`config.mk`:
```
export PLATFORM = sky130hd
export DESIGN_NAME = pmp_region_reg
export DESIGN_NICKNAME = d
export VERILOG_FILES = /design/src/rtl/pmp_pkg.sv /design/src/rtl/pmp_region_reg.sv
export SDC_FILE = /design/constraint.sdc
export NUM_CORES = 1
export LEC_CHECK = 0
export ABC_CLOCK_PERIOD_IN_PS = 1500
export CELL_PAD_IN_SITES_DETAIL_PLACEMENT = 1
export CELL_PAD_IN_SITES_GLOBAL_PLACEMENT = 1
export CORE_ASPECT_RATIO = 1.1
export CORE_MARGIN = 2
export CORE_UTILIZATION = 32
export DETAILED_ROUTE_END_ITERATION = 12
export PLACE_DENSITY_LB_ADDON = 0.1
export RECOVER_POWER = 50
export SKIP_CTS_REPAIR_TIMING = 1
export SLEW_MARGIN = 20
export SYNTH_ARGS = -nofsm -noshare
export SYNTH_HDL_FRONTEND = slang
export SYNTH_SLANG_ARGS = --single-unit
export TNS_END_PERCENT = 1
```
`constraint.sdc`:
```
create_clock -name clk -period 1.5 [get_ports clk]
set_input_delay 0.375 -clock clk [delete_from_list [all_inputs] [get_ports clk]]
set_output_delay 0.375 -clock clk [all_outputs]
set_load 0.05 [all_outputs]
```
`src/rtl/pmp_pkg.sv`:
```
package pmp_pkg;
  localparam int CFG_R    = 0;
  localparam int CFG_W    = 1;
  localparam int CFG_X    = 2;
  localparam int CFG_A_LO = 3;
  localparam int CFG_A_HI = 4;
  localparam int CFG_L    = 7;
  localparam logic [7:0] CFG_KEEP = 8'h9F;

  typedef enum logic [1:0] {
    MODE_OFF   = 2'd0,
    MODE_TOR   = 2'd1,
    MODE_NA4   = 2'd2,
    MODE_NAPOT = 2'd3
  } mode_e;

  typedef enum logic [1:0] {
    ACC_READ  = 2'd0,
    ACC_WRITE = 2'd1,
    ACC_EXEC  = 2'd2,
    ACC_RSVD  = 2'd3
  } acc_e;
endpackage

```
`src/rtl/pmp_region_reg.sv`:
```
module pmp_region_reg
  import pmp_pkg::*;
#(
  parameter int XLEN  = 32,
  parameter int GRAIN = 0
) (
  input  logic            clk,
  input  logic            rst_n,
  input  logic            wr_cfg,
  input  logic            wr_addr,
  input  logic [XLEN-1:0] wdata,
  output logic [7:0]      cfg_o,
  output logic [XLEN-1:0] addr_o
);
  localparam bit NA4_OK = (GRAIN == 0);

  logic [7:0]      cfg_q;
  logic [XLEN-1:0] addr_q;
  logic [7:0]      cfg_new;
  logic            locked;

  assign locked = cfg_q[CFG_L];

  always_comb begin
    cfg_new = wdata[7:0] & CFG_KEEP;
    if (cfg_new[CFG_A_HI:CFG_A_LO] == MODE_TOR)
      cfg_new[CFG_A_HI:CFG_A_LO] = MODE_OFF;
    if (!NA4_OK && cfg_new[CFG_A_HI:CFG_A_LO] == MODE_NA4)
      cfg_new[CFG_A_HI:CFG_A_LO] = MODE_OFF;
  end

  always_ff @(posedge clk or negedge rst_n) begin
    if (!rst_n) begin
      cfg_q  <= '0;
      addr_q <= '0;
    end else if (!locked) begin
      if (wr_cfg)  cfg_q  <= cfg_new;
      if (wr_addr) addr_q <= wdata;
    end
  end

  assign cfg_o = cfg_q;

  if (GRAIN >= 2) begin : g_force
    always_comb begin
      addr_o = addr_q;
      if (cfg_q[CFG_A_HI:CFG_A_LO] == MODE_OFF)
        addr_o[GRAIN-2:0] = '0;
      else if (cfg_q[CFG_A_HI:CFG_A_LO] == MODE_NAPOT)
        addr_o[GRAIN-2:0] = '1;
    end
  end else begin : g_plain
    assign addr_o = addr_q;
  end
endmodule

```
==> flow_summary.json <==
{
  "outcome": "finished clean",
  "skew_ps": 4.12,
  "finalWorstSetupSlack_ps": 91.8,
  "finalMaxSlewViolations": 0,
  "cp.required_ps": 1660,
  "synth_compound_area_share_pct": 0.469,
  "fmax_mhz": 710,
  "worst-setup-path-type": "primary input to register",
  "grt_pass1_vias": 1188,
  "gr-usage-all-layers_pct": 14.7,
  "fin_setup_tns_ps": 0,
  "nNetsFinal": 201,
  "ys_ff_latch": 38,
  "postLayoutCoreUtil_pct": 52.7,
  "power_density_nw_per_um2": 1580,
  "fin_crit_sh_pct": 93.9,
  "p_leak_nw": 1.18,
  "clockBufferDepth": 2,
  "initial_core_util_pct": 32.7,
  "hold_path.class": "primary input to asynchronous set/reset pin",
  "tightest_slew_ps": 1130,
  "cts.sinks": 38,
  "antenna_found_initial": 0,
  "die_w_um": 71.4,
  "vias": 992,
  "drtIter0Drc": 34,
  "gp_congestion": 0.751,
  "syn_area_um2": 1600,
  "rows": 27,
  "arrival_ps": 1570,
  "die-height_um": 78.2,
  "port_buffers": 73,
  "total_power_mw": 4.08,
  "wl_per_cell_um": 16.5,
  "place_hpwl_mm": 2.81,
  "synth_xor_area_share_pct": 0,
  "wl_mm": 3.69,
  "preCtsSetupSlack_ps": -218,
  "start_kind": "primary input",
  "firstDrtPassIters": 2,
  "cap_violations": 0,
  "fin_crit_ps": 1410,
  "synth_top_family_by_area": "multiplexers",
  "slew_headroom_pct": 24.4,
  "drtAntennaViolNets": 0,
  "die-area_um2": 5580,
  "r2r_end": "addr_o[12]",
  "synth.distinct_cells": 14,
  "netlist_instances": 88,
  "root_buffer": "clkbuf_8",
  "tritoncts": "done",
  "finalHoldViolCount": 0,
  "h-tree-depth": 2,
  "synth_fa_ha_area_share_pct": 0,
  "yosysWarningCount": 0,
  "reg2reg_from": "cfg_o[7]",
  "cp-end-kind": "register",
  "rsz0062_at_grt": "false",
  "finalSetupViolCount": 0,
  "synthMuxAreaShare_pct": 33.0,
  "vdd_ir_drop_max_mv": 0.736,
  "area_growth_syn_to_layout_pct": 61.4,
  "n_fill_cell": 482,
  "drive_gt1_share_pct": 51.2,
  "grt_max_degree": 22,
  "ff2ff_setup_slack_ps": 170,
  "clk_pin_slew_ps": 70,
  "coreArea_um2": 4900,
  "synth-simple-area-share_pct": 1.02,
  "ff2ff_path_depth": 3,
  "register_area_um2": 951,
  "cts_buffers": 5,
  "grt_pass1_wl_mm": 6.26,
  "yosysSeqAreaShare_pct": 59.4,
  "avgSynthCellArea_um2": 18.2,
  "drc": 0,
  "multi_input_area_um2": 567,
  "grt.overflow.total": 0,
  "io_pins": 76,
  "diodes": 0,
  "worstPathMaxFanout": 11,
  "insertion_delay_ps": 280,
  "via_per_inst": 4.43
}
==> flip-flops by register name, summed over array words and instances (netlist names) <==
name / cells
addr_o: 32
cfg_o: 6
==> synthesized netlist by cell type <==
library cell / instances / share of area (%)
a21o_1: 1 / 0.47
conb_1: 1 / 0.23
buf_6: 1 / 0.70
inv_1: 1 / 0.23
nand2_1: 1 / 0.23
buf_4: 2 / 0.94
mux2_2: 6 / 4.2
dfrtp_1: 38 / 59
mux2i_1: 1 / 0.63
mux2_4: 30 / 28
nand2b_1: 1 / 0.39
nor2b_1: 1 / 0.39
buf_12: 3 / 3.8
clkbuf_1: 1 / 0.23
==> per-layer routing <==
metal	GRT usage [%]	up-vias	wire (µm)
li1	-	445	-
met1	18.6	501	1500
met2	22.7	42	1870
met3	6.16	4	280
met4	4.91	0	46
met5	0	-	0
==> layout make-up <==
| type | count | share of cell area (%) |
|---|---|---|
| clock buffers | 7 | 3.34 |
| repair buffers | 76 | 34.7 |
| multi-input cells | 43 | 21.9 |
| well taps | 58 | 2.81 |
| flip-flops and latches | 38 | 36.8 |
| inverters | 1 | 0.145 |
| clock inverters | 1 | 0.194 |
==> worst max-delay path by stage <==
stage | from | endpoint | slack (ps)
2_1_floorplan | cfg_o[7] | cfg_o[0] | 30
3_3_place_gp | wr_addr | addr_o[3] | -190
3_5_place_dp | wr_addr | addr_o[5] | -220
4_1_cts | wr_addr | addr_o[12] | 90
5_1_grt | wr_addr | addr_o[12] | 40
6_report | wr_addr | addr_o[12] | 90
==> per-stage QoR <==
stage,instance area [µm²],instances,hold WS [ps]
after floorplan,1600,89,79.4
after global placement,2750,216,344
final,2580,224,285
after global routing,2580,224,343
after detailed placement,2750,216,360
after CTS,2840,224,37.8
==> critical path: stages <==
cell and delay (ps):
clkdlybuf4s50_1 450, nor2b_4 170, buf_4 250, mux2_4 320
==> cell families (layout without fill, tap and decap cells) <==
family          count (synthesis)  after routing
compound gates                  1              1
flops                          38             38
mux                            37             37
simple gates                    3              3
buf+inv                         8             85
other cells                     1              2
==> cell usage in the layout, fill, tap and decap left out, drive strengths merged <==
| cell type | netlist | routed |
|---|---|---|
| clkinv | 0 | 1 |
| mux2 | 36 | 36 |
| buf | 6 | 24 |
| nand2b | 1 | 1 |
| nand2 | 1 | 1 |
| inv | 1 | 1 |
| nor2b | 1 | 1 |
| conb | 1 | 2 |
| clkdlybuf4s50 | 0 | 33 |
| clkbuf | 1 | 25 |
| a21o | 1 | 1 |
| dlygate4sd3 | 0 | 1 |
| dfrtp | 38 | 38 |
| mux2i | 1 | 1 |
==> where the power goes <==
group | internal, mW | total [mW] | switching [mW]
Combinational | 0.869 | 1.90 | 1.03
Sequential | 1.25 | 1.46 | 0.204
Clock | 0.371 | 0.719 | 0.348
Total | 2.49 | 4.08 | 1.58
Power figures use the tool's default switching activity.
